`config.mk`:
```
export PLATFORM = sky130hd
export DESIGN_NAME = mwx_exec
export DESIGN_NICKNAME = d
export VERILOG_FILES = /design/src/rtl/mwx_pkg.sv /design/src/rtl/mwx_decode.sv /design/src/rtl/mwx_adder.sv /design/src/rtl/mwx_shift.sv /design/src/rtl/mwx_exec.sv
export SDC_FILE = /design/constraint.sdc
export NUM_CORES = 1
export LEC_CHECK = 0
export BUFFER_PORTS_ARGS = -buffer_cell sky130_fd_sc_hd__buf_2
export CAP_MARGIN = 30
export CORE_AREA = 2 2 99 101
export CTS_CLUSTER_DIAMETER = 60
export DETAILED_ROUTE_END_ITERATION = 8
export DIE_AREA = 0 0 101 103
export PLACE_DENSITY = 0.78
export SETUP_SLACK_MARGIN = 0.15
export SLEW_MARGIN = 20
export SYNTH_ARGS = -nofsm -noshare
export SYNTH_HDL_FRONTEND = slang
export SYNTH_HIERARCHICAL = 1
export SYNTH_SLANG_ARGS = --single-unit
```
`constraint.sdc`:
```
create_clock -name clk -period 4.1 [get_ports clk]
set_input_delay 0.205 -clock clk [delete_from_list [all_inputs] [get_ports clk]]
set_output_delay 0.205 -clock clk [all_outputs]
set_load 0.05 [all_outputs]
```
`src/rtl/mwx_pkg.sv`:
```
package mwx_pkg;

    localparam logic [4:0] OP_ADD   = 5'b00101;
    localparam logic [4:0] OP_SUB   = 5'b00110;
    localparam logic [4:0] OP_ADDI  = 5'b00111;
    localparam logic [4:0] OP_ANDI  = 5'b01001;
    localparam logic [4:0] OP_CONST = 5'b01011;
    localparam logic [4:0] OP_SLL   = 5'b01100;
    localparam logic [4:0] OP_SRL   = 5'b01101;
    localparam logic [4:0] OP_SDRH  = 5'b01110;
    localparam logic [4:0] OP_SDRL  = 5'b01111;
    localparam logic [4:0] OP_SDL   = 5'b10010;
    localparam logic [4:0] OP_TCS   = 5'b10100;
    localparam logic [4:0] OP_TCDH  = 5'b10101;
    localparam logic [4:0] OP_ADDC  = 5'b10110;
    localparam logic [4:0] OP_GCAR  = 5'b10111;

    // Shifter variants
    typedef enum logic [2:0] {
        SH_LEFT_N  = 3'd0,
        SH_RIGHT_N = 3'd1,
        SH_HALVE   = 3'd2,
        SH_JOIN_R  = 3'd3,
        SH_JOIN_L  = 3'd4
    } shift_mode_e;

    // Which value feeds the write-back mux
    typedef enum logic [2:0] {
        RS_NONE  = 3'd0,
        RS_ADDER = 3'd1,
        RS_AND   = 3'd2,
        RS_IMM   = 3'd3,
        RS_SHIFT = 3'd4,
        RS_CARRY = 3'd5
    } res_src_e;

    // Operand selection for the shared adder
    typedef enum logic [2:0] {
        AD_RS_RT   = 3'd0,
        AD_RS_NRT  = 3'd1,
        AD_RS_IMM  = 3'd2,
        AD_RS_CY   = 3'd3,
        AD_NRD_ONE = 3'd4,
        AD_NRD_HI  = 3'd5
    } add_sel_e;

endpackage

```
`src/rtl/mwx_decode.sv`:
```
module mwx_decode
    import mwx_pkg::*;
#(
    parameter int W = 16
) (
    input  logic [4:0]   opcode_i,
    input  logic [8:0]   imm_i,
    output logic [W-1:0] imm5_x_o,
    output logic [W-1:0] imm9_x_o,
    output logic [3:0]   shamt_o,
    output res_src_e     res_src_o,
    output add_sel_e     add_sel_o,
    output shift_mode_e  shift_mode_o,
    output logic         sets_carry_o,
    output logic         is_low_neg_o
);

    localparam int IMM5_W = 5;
    localparam int IMM9_W = 9;

    assign imm5_x_o = {{(W-IMM5_W){imm_i[IMM5_W-1]}}, imm_i[IMM5_W-1:0]};
    assign imm9_x_o = {{(W-IMM9_W){imm_i[IMM9_W-1]}}, imm_i[IMM9_W-1:0]};
    assign shamt_o  = imm_i[3:0];

    always_comb begin
        res_src_o    = RS_NONE;
        add_sel_o    = AD_RS_RT;
        shift_mode_o = SH_LEFT_N;
        sets_carry_o = 1'b0;
        is_low_neg_o = 1'b0;
        unique case (opcode_i)
            OP_ADD: begin
                res_src_o    = RS_ADDER;
                add_sel_o    = AD_RS_RT;
                sets_carry_o = 1'b1;
            end
            OP_SUB: begin
                res_src_o    = RS_ADDER;
                add_sel_o    = AD_RS_NRT;
                sets_carry_o = 1'b1;
            end
            OP_ADDI: begin
                res_src_o    = RS_ADDER;
                add_sel_o    = AD_RS_IMM;
                sets_carry_o = 1'b1;
            end
            OP_ADDC: begin
                res_src_o    = RS_ADDER;
                add_sel_o    = AD_RS_CY;
                sets_carry_o = 1'b1;
            end
            OP_TCS: begin
                res_src_o    = RS_ADDER;
                add_sel_o    = AD_NRD_ONE;
                sets_carry_o = 1'b1;
                is_low_neg_o = 1'b1;
            end
            OP_TCDH: begin
                res_src_o = RS_ADDER;
                add_sel_o = AD_NRD_HI;
            end
            OP_ANDI:  res_src_o = RS_AND;
            OP_CONST: res_src_o = RS_IMM;
            OP_SLL: begin
                res_src_o    = RS_SHIFT;
                shift_mode_o = SH_LEFT_N;
            end
            OP_SRL: begin
                res_src_o    = RS_SHIFT;
                shift_mode_o = SH_RIGHT_N;
            end
            OP_SDRH: begin
                res_src_o    = RS_SHIFT;
                shift_mode_o = SH_HALVE;
            end
            OP_SDRL: begin
                res_src_o    = RS_SHIFT;
                shift_mode_o = SH_JOIN_R;
            end
            OP_SDL: begin
                res_src_o    = RS_SHIFT;
                shift_mode_o = SH_JOIN_L;
            end
            OP_GCAR:  res_src_o = RS_CARRY;
            default:  res_src_o = RS_NONE;
        endcase
    end

endmodule

```
`src/rtl/mwx_adder.sv`:
```
module mwx_adder #(
    parameter int W = 16
) (
    input  logic [W-1:0] a_i,
    input  logic [W-1:0] b_i,
    input  logic         cin_i,
    output logic [W-1:0] sum_o,
    output logic         cout_o
);

    localparam int SUM_W = W + 1;

    logic [SUM_W-1:0] wide;

    always_comb begin
        wide   = {1'b0, a_i} + {1'b0, b_i} + {{(SUM_W-1){1'b0}}, cin_i};
        sum_o  = wide[W-1:0];
        cout_o = wide[W];
    end

endmodule

```
`src/rtl/mwx_shift.sv`:
```
module mwx_shift
    import mwx_pkg::*;
#(
    parameter int W = 16
) (
    input  shift_mode_e  mode_i,
    input  logic [W-1:0] src_i,
    input  logic [W-2:0] other_hi_i,
    input  logic [3:0]   amt_i,
    output logic [W-1:0] out_o
);

    always_comb begin
        unique case (mode_i)
            SH_LEFT_N:  out_o = src_i << amt_i;
            SH_RIGHT_N: out_o = src_i >> amt_i;
            SH_HALVE:   out_o = {1'b0, src_i[W-1:1]};
            SH_JOIN_R:  out_o = {src_i[0], other_hi_i};
            SH_JOIN_L:  out_o = {src_i[W-2:0], other_hi_i[W-2]};
            default:    out_o = src_i;
        endcase
    end

endmodule

```
`src/rtl/mwx_exec.sv`:
```
module mwx_exec
    import mwx_pkg::*;
#(
    parameter int W = 16
) (
    input  logic         clk,
    input  logic         rst_n,
    input  logic         issue_i,
    input  logic [4:0]   opcode_i,
    input  logic [8:0]   imm_i,
    input  logic [W-1:0] rs_val_i,
    input  logic [W-1:0] rt_val_i,
    input  logic [W-1:0] rd_val_i,
    output logic [W-1:0] result_o,
    output logic         wr_en_o
);

    typedef struct packed {
        logic [W-1:0] result;
        logic         wr;
        logic         carry;
        logic         prev_low_neg;
        logic         low_was_zero;
    } state_t;

    state_t st_d, st_q;

    logic [W-1:0] imm5_x, imm9_x;
    logic [3:0]   shamt;
    res_src_e     res_src;
    add_sel_e     add_sel;
    shift_mode_e  shift_mode;
    logic         sets_carry;
    logic         is_low_neg;

    logic [W-1:0] add_a, add_b, add_sum;
    logic         add_cin, add_cout;
    logic [W-1:0] shift_out;
    logic [W-1:0] res_val;

    mwx_decode #(.W(W)) u_dec (
        .opcode_i     (opcode_i),
        .imm_i        (imm_i),
        .imm5_x_o     (imm5_x),
        .imm9_x_o     (imm9_x),
        .shamt_o      (shamt),
        .res_src_o    (res_src),
        .add_sel_o    (add_sel),
        .shift_mode_o (shift_mode),
        .sets_carry_o (sets_carry),
        .is_low_neg_o (is_low_neg)
    );

    // Adder operand selection: one adder serves all sums and negations
    always_comb begin
        add_a   = rs_val_i;
        add_b   = rt_val_i;
        add_cin = 1'b0;
        unique case (add_sel)
            AD_RS_RT: begin
                add_a = rs_val_i;
                add_b = rt_val_i;
            end
            AD_RS_NRT: begin
                add_a   = rs_val_i;
                add_b   = ~rt_val_i;
                add_cin = 1'b1;
            end
            AD_RS_IMM: begin
                add_a = rs_val_i;
                add_b = imm5_x;
            end
            AD_RS_CY: begin
                add_a   = rs_val_i;
                add_b   = '0;
                add_cin = st_q.carry;
            end
            AD_NRD_ONE: begin
                add_a   = ~rd_val_i;
                add_b   = '0;
                add_cin = 1'b1;
            end
            AD_NRD_HI: begin
                add_a   = ~rd_val_i;
                add_b   = '0;
                add_cin = st_q.prev_low_neg & st_q.low_was_zero;
            end
            default: begin
                add_a = rs_val_i;
                add_b = rt_val_i;
            end
        endcase
    end

    mwx_adder #(.W(W)) u_add (
        .a_i    (add_a),
        .b_i    (add_b),
        .cin_i  (add_cin),
        .sum_o  (add_sum),
        .cout_o (add_cout)
    );

    mwx_shift #(.W(W)) u_shf (
        .mode_i     (shift_mode),
        .src_i      (rs_val_i),
        .other_hi_i (rt_val_i[W-1:1]),
        .amt_i      (shamt),
        .out_o      (shift_out)
    );

    // Write-back value selection
    always_comb begin
        unique case (res_src)
            RS_ADDER: res_val = add_sum;
            RS_AND:   res_val = rs_val_i & imm5_x;
            RS_IMM:   res_val = imm9_x;
            RS_SHIFT: res_val = shift_out;
            RS_CARRY: res_val = {{(W-1){1'b0}}, st_q.carry};
            default:  res_val = '0;
        endcase
    end

    // Next-state computation
    always_comb begin
        st_d    = st_q;
        st_d.wr = 1'b0;
        if (issue_i) begin
            st_d.prev_low_neg = is_low_neg;
            if (is_low_neg) begin
                st_d.low_was_zero = (rd_val_i == '0);
            end
            if (sets_carry) begin
                st_d.carry = add_cout;
            end
            if (res_src != RS_NONE) begin
                st_d.result = res_val;
                st_d.wr     = 1'b1;
            end
        end
    end

    always_ff @(posedge clk or negedge rst_n) begin
        if (!rst_n) begin
            st_q <= '0;
        end else begin
            st_q <= st_d;
        end
    end

    assign result_o = st_q.result;
    assign wr_en_o  = st_q.wr;

endmodule

```
# Word level (Yosys, flattened, before mapping)

Cells that the tools add are included.

$add $sub $neg: 2
Equal/unequal tests: 28
Shift-type cells: 2
Mux-type cells: 14
Bitwise gates (word level): 4
Reduce and logical (&&, ||, !) cells: 12

Operators with widths:

| kind                                                                  | count |
|---|---|
| 16-bit one-hot mux with 5 select lines                                | 2 |
| 16-bit one-hot mux with 3 select lines                                | 1 |
| 16-bit NOT                                                            | 2 |
| 5-bit by 4-bit equality test with 1-bit output, second input constant | 6 |
| 3-bit one-hot mux with 5 select lines                                 | 2 |
| 5-bit equality test, second input constant                            | 5 |
| 3-bit by 2-bit equality test with 1-bit output, second input constant | 6 |
| 16-bit by 16-bit adder with 17-bit output                             | 1 |
| 17-bit by 1-bit adder with 17-bit output                              | 1 |
| 16-bit AND                                                            | 1 |
| 16-bit logical NOT                                                    | 1 |
| 16-bit two-way mux                                                    | 1 |
| 16-bit by 4-bit left shift with 16-bit output                         | 1 |
| 16-bit by 4-bit >> shifter with 16-bit output                         | 1 |
| 3-bit equality test, second input constant                            | 5 |
| 5-bit by 3-bit equality test with 1-bit output, second input constant | 3 |
| 3-bit one-hot mux with 4 select lines                                 | 1 |
| 5-bit OR reduction                                                    | 2 |
| 3-bit by 1-bit equality test with 1-bit output, second input constant | 3 |
| 2-bit AND reduction                                                   | 3 |
| 6-bit OR reduction                                                    | 1 |
| 1-bit two-way mux                                                     | 5 |
| 4-bit two-way mux                                                     | 1 |
| 2-bit OR reduction                                                    | 2 |
| other kinds (5)                                                       | 5 |

Bits in registers: 20
Input bits: 65
Word-level logic and storage cells: 67

# Longest topological paths before layout

Gate-level depths: netlist of run 1.

Word-level depth: 9
Mapped depth: 19
Depth with buffers taken out: 16

# By module

The synthesis of run 1 kept the hierarchy.

By module, submodules not included:

| module     | instances | cells each | area an instance (µm²) | sequential area each (µm²) |
|---|---|---|---|---|
| mwx_shift  | 1         | 260        | 2267.2                 | 0.0 |
| mwx_exec   | 1         | 238        | 2057.0                 | 500.5 |
| mwx_adder  | 1         | 89         | 733.2                  | 0.0 |
| mwx_decode | 1         | 62         | 442.9                  | 0.0 |

# Worst setup path after synthesis of run 1

OpenSTA, ideal clock, no wires.

Kind: input port to flip-flop
Start: in opcode_i[0]
End: reg st_q, in the netlist result_o[10]
Library setup time: 127 ps
Arrival: 3571 ps
Path slack: 402 ps
Stages on the path: 18
Path through: buf_6 > nand2b_1 > a21oi_1 > buf_4 > buf_2 > xnor2_1 > o22ai_1 > fa_1 > fa_1 > a21oi_2 > o21ai_2 > a2111oi_2 > o31ai_1 > a21oi_1 > xnor2_1 > mux2_2 > a22oi_1 > o21ai_1

Longest elaborated chain between the ends: 8

Ends and longest elaborated chain:

| item                                                                                  | line             | text |
|---|---|---|
| from (decl)                                                                           | mwx_exec.sv:9    | `input logic [4:0] opcode_i,` |
| 5-bit equality test or 5-bit by 3-bit equality test with 1-bit output (tied branches) | mwx_decode.sv:31 | `unique case (opcode_i)` |
| 3-bit one-hot mux with 5 select lines (*)                                             | mwx_decode.sv:31 |  |
| named net add_sel[0]                                                                  | mwx_exec.sv:31   | `add_sel_e add_sel;` |
| 3-bit equality test or 3-bit by 2-bit equality test with 1-bit output (tied branches) | mwx_exec.sv:59   | `unique case (add_sel)` |
| 3-bit OR reduction (no line)                                                          | n/a              |  |
| 16-bit one-hot mux with 3 select lines (*)                                            | mwx_exec.sv:59   |  |
| named net add_b[0]                                                                    | mwx_exec.sv:36   | `logic [W-1:0] add_a, add_b, add_sum;` |
| 16-bit by 16-bit adder with 17-bit output (*)                                         | mwx_adder.sv:16  | `wide = {1'b0, a_i} + {1'b0, b_i} + {{(SUM_W-1){1'b0}}, cin_i};` |
| 17-bit by 1-bit adder with 17-bit output (*)                                          | mwx_adder.sv:16  |  |
| named net add_sum[10]                                                                 | mwx_exec.sv:36   |  |
| 16-bit one-hot mux with 5 select lines (*)                                            | mwx_exec.sv:113  | `unique case (res_src)` |
| to (signal assigned)                                                                  | mwx_exec.sv:146  | `st_q <= st_d;` |
| to (decl)                                                                             | mwx_exec.sv:26   | `state_t st_d, st_q;` |

The timed path passes the listed nets; every way through them passes the cells marked *.
A chain may end at the register's enable or synchronous reset.

# Worst setup path in the final report of run 1

Same ends and word-level chain as after synthesis.

==> run summary, run 1 <==
kind of cell adding the most delay to the critical path: compound AO/OA/AOI/OAI gates
buffers added on ports: 81
DIE HEIGHT: 103 um
Cell Rows: 36
Setup CP Type: in -> reg
CTS tree: yes
main area contributors after synthesis: dfrtp_1 9.1%, buf_4 7.8%, mux2_2 7.8%, mux4_2 5.7%, mux2i_1 4.7%
Yosys reg bits: 20
Max-Slew Margin vs Limit: 35.4%
Final GP Congestion: 0.971
Seq/Total Area, Yosys: 9.10%
Sink Count: 20
Power per Cell Area: 265 nW/um2
setup TNS: 0 ns
cts bufs inserted: 3
Layout Area Growth over Synthesis: -1.16%
Pleak: 2.21 nW
Final WS setup: 0.498 ns
Initial Util: 58.1%
min Tclk post-route: 3.60 ns
top_reg_cell synth: dfrtp_1
EDFF count, synth: 0
H-Tree Depth: 1
share of the synthesized area in the top cell type: 9.10%
core area: 9460 um2
Pwr Total: 0.00144 W
RSZ-0062 raised after global routing: no
vias per cell: 7.14
Worst Path Max Fanout: 11
peak supply drop: 0.000187 V
final WL: 17900 um
slowest stage delay, CP: 0.45 ns
met3 usage: 4.54%
Mean Syn Cell Area: 8.48 um2
Critical Path RT: 4.23 ns
Ant. Diodes: 0
worst slew pin tran: 0.969 ns
final max-slew violation count: 0
clk buf depth: 2
Synth area leader: dfrtp_1
die area: 10400 um2
share of cells above drive strength 1: 29.3%
Async SR Flop Fraction: 100%
global-route wire length before repair: 27100 um
Netlist cell types: 80
Startpoint Class: input pin
Synth Instances: 649
DRC viols: 0
routed length per instance: 24.1 um
mapped cell area: 5500 um2
syn nets: 731
Max Clk Rate: 278 MHz
outcome: finished, final reports clean
met1 usage: 45.8%
crit path cell chain: buf_2 -> nand2b_1 -> a21oi_2 -> nor2_2 -> a22oi_1 -> o22ai_1 -> fa_1 -> fa_1 -> a21oi_2 -> o21ai_2 -> a2111oi_2 -> o31ai_1 -> a21oi_1 -> xnor2_1 -> mux2_2 -> a22oi_1 -> o21ai_1
initial antenna violation count: 0
crit path capture type: flop
fin util: 57.5%
Setup-failing EPs final: 0
Total GRT Usage: 33.7%
1st-iter DRT viols: 625
final net count: 714
DRT Pass-1 Iters: 6
worst skew pair latency: 0.27 ns
GR peak layer: met2
max-cap violations: 0
hpwl dp: 13200 um
post-place setup slack: 0.175 ns
Setup Skew: 0.0130 ns
DRT antenna net count: 0
Root Buffer: clkbuf_8
worst hold slack: 0.270 ns
routed vias: 5317
global route overflow: 0
I/O Pins: 82
Ys Warns: 6
routing usage on met2: 54.4%
worst path buffer plus inverter count: 1
Worst-path clk slew: 0.09 ns
vias in the first global route: 4887
die width: 101 um
worst min-delay path class: in -> reg
Arr. time, crit path: 3.73 ns
final hold violation count: 0
largest net degree at the start of global routing: 50
slowest CP cell: fa_1
Period Utilization, post-route: 87.9%
==> path summary, 6_finish.rpt <==
path	end	startpoint	depth (start not counted)	slack (ns)
min in group asynchronous	st_q[1]	rst_n	2	0.41
max reg2reg	result_o[10]	st_q[1]	14	0.77
max in group asynchronous	result_o[4]	rst_n	2	3.35
min	st_q[0]	rd_val_i[6]	4	0.27
min reg2reg	st_q[0]	st_q[0]	2	0.49
max	result_o[10]	opcode_i[0]	17	0.50
==> report_power, final <==
group | switching [W] | internal [W] | total, W
registers | 0.0000260 | 0.000246 | 0.000272
logic | 0.000592 | 0.000371 | 0.000962
clock network | 0.0000760 | 0.000130 | 0.000206
total | 0.000694 | 0.000747 | 0.00144
==> through the flow <==
| step | instances | instance area (um2) |
|---|---|---|
| floorplan | 649 | 5500 |
| global placement | 740 | 5350 |
| detailed placement | 740 | 5350 |
| CTS | 745 | 5430 |
| global route | 745 | 5440 |
| finish | 745 | 5440 |
==> per-layer routing <==
layer	vias to the layer above	routed length, um
met5	-	0
met4	0	658
met3	55	1810
met2	364	8160
met1	2501	7290
li1	2397	-
==> worst reg2reg max path, stage by stage, from the launching register on <==
cell,delay [ns]
dfrtp_1,0.39
nand2_1,0.12
a21o_1,0.13
a21oi_1,0.08
fa_1,0.42
fa_1,0.45
a21oi_2,0.20
o21ai_2,0.10
a2111oi_2,0.44
o31ai_1,0.11
a21oi_1,0.19
xnor2_1,0.08
mux2_2,0.26
a22oi_1,0.15
o21ai_1,0.08
==> cell usage after synthesis (5+ instances only) <==
cell type and n:
mux4_1 6, a22oi_1 31, nand3_1 5, buf_4 57, inv_1 7, a21oi_1 19
nand2b_1 9, o31ai_1 9, mux2_2 38, dfrtp_1 20, nor2_1 34, clkbuf_1 18
o21ai_0 35, mux4_2 14, nor2b_1 6, o21ai_1 13, o22ai_1 30, nor4_1 5
o21a_1 14, mux2i_1 26, a211oi_1 5, a32oi_1 17, ha_1 15, buf_6 13
mux2_4 7, xnor2_1 25, a21o_1 5, o21bai_1 5, nand2_1 33, buf_2 24
and2_1 5, xor2_1 7, o32a_1 9
==> sequential cells by signal (all words and copies together) (netlist names) <==
name	count
result_o	16
st_q	3
wr_en_o	1
==> layout by cell type (no fill, tap or decap), drive strengths merged, types with 6 or more instances in the layout <==
cell type and count:
a211oi 6, a21o 6, a21oi 22, a22oi 32, a32oi 17, buf 95
dfrtp 20, ha 15, inv 8, mux2 48, mux2i 27, mux4 20
nand2 33, nand2b 9, nor2 35, nor2b 8, o21a 14, o21ai 51
o22ai 30, o31ai 11, o32a 9, xnor2 25, xor2 7
==> repair_timing <==
| item | 4_1_cts | 5_1_grt |
|---|---|---|
| buffers inserted | 0 | 0 |
| hold buffers | 1 | 0 |
| endpoints found under the setup margin | 0 | 1 |
| hold endpoints to repair | 20 | 0 |
| resized for setup | 0 | 2 |
==> cells by family (layout without fill, tap and decap cells) <==
group / after synthesis / count (layout) / synth area share [%]
AO/OA/AOI/OAI: 231 / 231 / 30.1
flip-flops: 20 / 20 / 9.10
AND/OR/NAND/NOR: 127 / 127 / 12.2
buffers and inverters: 127 / 109 / 15.3
adder cells (fa/ha/maj): 17 / 17 / 4.14
XOR/XNOR: 32 / 32 / 5.10
multiplexers: 95 / 95 / 24.0
==> final cells by class <==
cell class / instances / area [um2]
Tap cell: 114 / 143
Multi-Input combinational cell: 502 / 4170
Sequential cell: 20 / 500
Clock inverter: 1 / 30.0
Fill cell: 894 / 4020
Clock buffer: 3 / 41.3
Inverter: 9 / 33.8
Timing Repair Buffer: 96 / 520
No activity file was read; power rests on OpenSTA's default activity.
==> run 2, diff against run 1 <==
GPL_TIMING_DRIVEN = 0   (was default)
==> run summary, run 2 (synthesized netlist as in run 1, its figures left out) <==
routed vias: 5941 (was 5317)
clock network power share: 13.5% (was 14.3%)
post-place setup slack: -0.358 ns (was 0.175 ns)
r2r startpoint: st_q[2] (was st_q[1])
WHS Path Cells: 4 (unchanged)
Max-Slew Margin vs Limit: 57.5% (was 35.4%)
Reg2Reg Depth: 13 (was 14)
R2R Path End: result_o[10] (unchanged)
commonest non-fill, non-tap cell in the layout: buf_2 (unchanged)
RSZ-0062 raised after global routing: no (unchanged)
Setup-failing EPs final: 0 (unchanged)
die area: 10400 um2 (unchanged)
largest net degree at the start of global routing: 21 (was 50)
clk buf depth: 2 (unchanged)
DRC viols: 0 (unchanged)
max-cap violations: 0 (unchanged)
global-route wire length before repair: 31600 um (was 27100 um)
Root Buffer: clkbuf_8 (unchanged)
Final GP Congestion: 1.03 (was 0.971)
routed length per instance: 25.0 um (was 24.1 um)
min Tclk post-route: 3.80 ns (was 3.60 ns)
area occupied by multi-input gates: 4180 um2 (was 4170 um2)
vias in the first global route: 5723 (was 4887)
final max-slew violation count: 0 (unchanged)
global route overflow: 0 (unchanged)
Total GRT Usage: 40.1% (was 33.7%)
peak supply drop: 0.000137 V (was 0.000187 V)
I/O Pins: 82 (unchanged)
metal3 WL: 2360 um (was 1810 um)
cts bufs inserted: 3 (unchanged)
buffers added on ports: 70 (was 81)
die width: 101 um (unchanged)
most frequent cells in the layout: 94 x buf_2, 57 x buf_4, 38 x mux2_2 (was 81 x buf_2, 38 x mux2_2, 35 x o21ai_0)
crit path capture type: flop (unchanged)
P_int: 0.000843 W (was 0.000747 W)
Cell Rows: 36 (unchanged)
CTS tree: yes (unchanged)
1st-iter DRT viols: 561 (was 625)
Power per Cell Area: 260 nW/um2 (was 265 nW/um2)
Layout Area Growth over Synthesis: 11.2% (was -1.16%)
DRT antenna net count: 0 (unchanged)
final net count: 808 (was 714)
initial antenna violation count: 0 (unchanged)
Worst Path Max Fanout: 10 (was 11)
outcome: finished, final reports clean (unchanged)
DRT Pass-1 Iters: 6 (unchanged)
Startpoint Class: input pin (unchanged)
Worst-path clk slew: 0.09 ns (about the same)
Setup Skew: 0.0163 ns (was 0.0130 ns)
hpwl dp: 16300 um (was 13200 um)
Period Utilization, post-route: 92.7% (was 87.9%)
# fillers: 847 (was 894)
Setup CP Type: in -> reg (unchanged)
Hold EP: result_o[8] (was st_q[0])
DIE HEIGHT: 103 um (unchanged)
Arr. time, crit path: 3.96 ns (was 3.73 ns)
Ant. Diodes: 0 (unchanged)
Initial Util: 58.1% (unchanged)
sw frac: 47.0% (was 48.1%)
final hold violation count: 0 (unchanged)
H-Tree Depth: 1 (unchanged)
Critical Path RT: 4.26 ns (was 4.23 ns)
met2 wire length: 9420 um (was 8160 um)
register area: 500 um2 (unchanged)
Sink Count: 20 (unchanged)
max FFs per register: 16 (unchanged)
worst hold slack: 0.254 ns (was 0.270 ns)
Final WS setup: 0.298 ns (was 0.498 ns)
final WL: 21000 um (was 17900 um)
share of cells above drive strength 1: 36.1% (was 29.3%)
Comb power frac: 69.1% (was 66.8%)
reg2reg setup slack: 0.96 ns (was 0.77 ns)
Max Clk Rate: 263 MHz (was 278 MHz)
Top Metal Used: met4 (unchanged)
worst min-delay path class: in -> reg (unchanged)
setup TNS: 0 ns (unchanged)
metal1 wirelength: 7960 um (was 7290 um)
Seq pwr share: 17.4% (was 18.9%)
core area: 9460 um2 (unchanged)
Pleak: 2.62 nW (was 2.21 nW)
worst skew pair latency: 0.29 ns (was 0.27 ns)
worst slew pin tran: 0.637 ns (was 0.969 ns)
vias per cell: 7.08 (was 7.14)
Psw: 0.000747 W (was 0.000694 W)
Hold Crit Start: imm_i[8] (was rd_val_i[6])
[run 2: how the worst max path moves through the flow]
| stage | from | end | slack [ns] | cells after the start |
|---|---|---|---|---|
| finish | opcode_i[0] | result_o[15] | 0.30 | 18 |
| global route | opcode_i[3] | result_o[10] | 0.14 | 18 |
| CTS | opcode_i[0] | result_o[10] | 0.16 | 20 |
| detailed placement | opcode_i[0] | result_o[10] | -0.36 | 18 |
| global placement | opcode_i[0] | result_o[10] | -0.27 | 18 |
| floorplan | opcode_i[0] | result_o[10] | 0.40 | 18 |
[run 2: metal layers]
layer / GRT usage (%) / up-vias
met5: 0 / -
met4: 23.7 / 0
met3: 8.75 / 97
met2: 64.7 / 463
met1: 49.5 / 2787
li1: - / 2594
[run 2: stage by stage]
stage	instance area, um2	util (%)	total power [W]	instances
floorplan	5500	-	0.00109	649
global placement	5990	63.4	0.00133	833
detailed placement	5990	63.4	0.00134	833
CTS	6090	64.4	0.00157	838
global route	6110	64.6	0.00167	839
finish	6110	64.6	0.00159	839
[run 2: worst max-delay path, cell delays in order]
cell	delay [ns]
buf_2	0.11
buf_6	0.13
xor2_1	0.15
and3_2	0.26
or2_2	0.28
clkbuf_1	0.21
buf_2	0.25
o22ai_1	0.27
ha_1	0.29
a21o_1	0.19
and4_1	0.23
o21ai_2	0.27
o2bb2ai_1	0.14
a211o_1	0.31
xor2_1	0.14
mux2_2	0.26
a22oi_1	0.17
o21ai_1	0.09
[run 2: power by group through the flow]
| stage | logic [W] | clock network [W] | registers (W) |
|---|---|---|---|
| floorplan | 0.000821 | 0 | 0.000273 |
| global placement | 0.00105 | 0 | 0.000275 |
| finish | 0.00110 | 0.000215 | 0.000276 |
| CTS | 0.00108 | 0.000215 | 0.000275 |
| global route | 0.00117 | 0.000222 | 0.000280 |
| detailed placement | 0.00106 | 0 | 0.000279 |
[run 2: repair_timing]
action	CTS	global route
endpoints found under the setup margin	4	7
hold endpoints to repair	20	0
resized for setup	3	8
hold buffers	1	0
pin swaps	0	2
buffers inserted	0	1
[run 2: layout make-up]
class	count	area share, %
buffer	118	13.4
clock buffer	3	0.675
clock inverter	1	0.491
inverter	9	0.552
multi-input combinational	502	68.4
sequential	20	8.18
tap	114	2.33
timing repair buffer	72	6.02
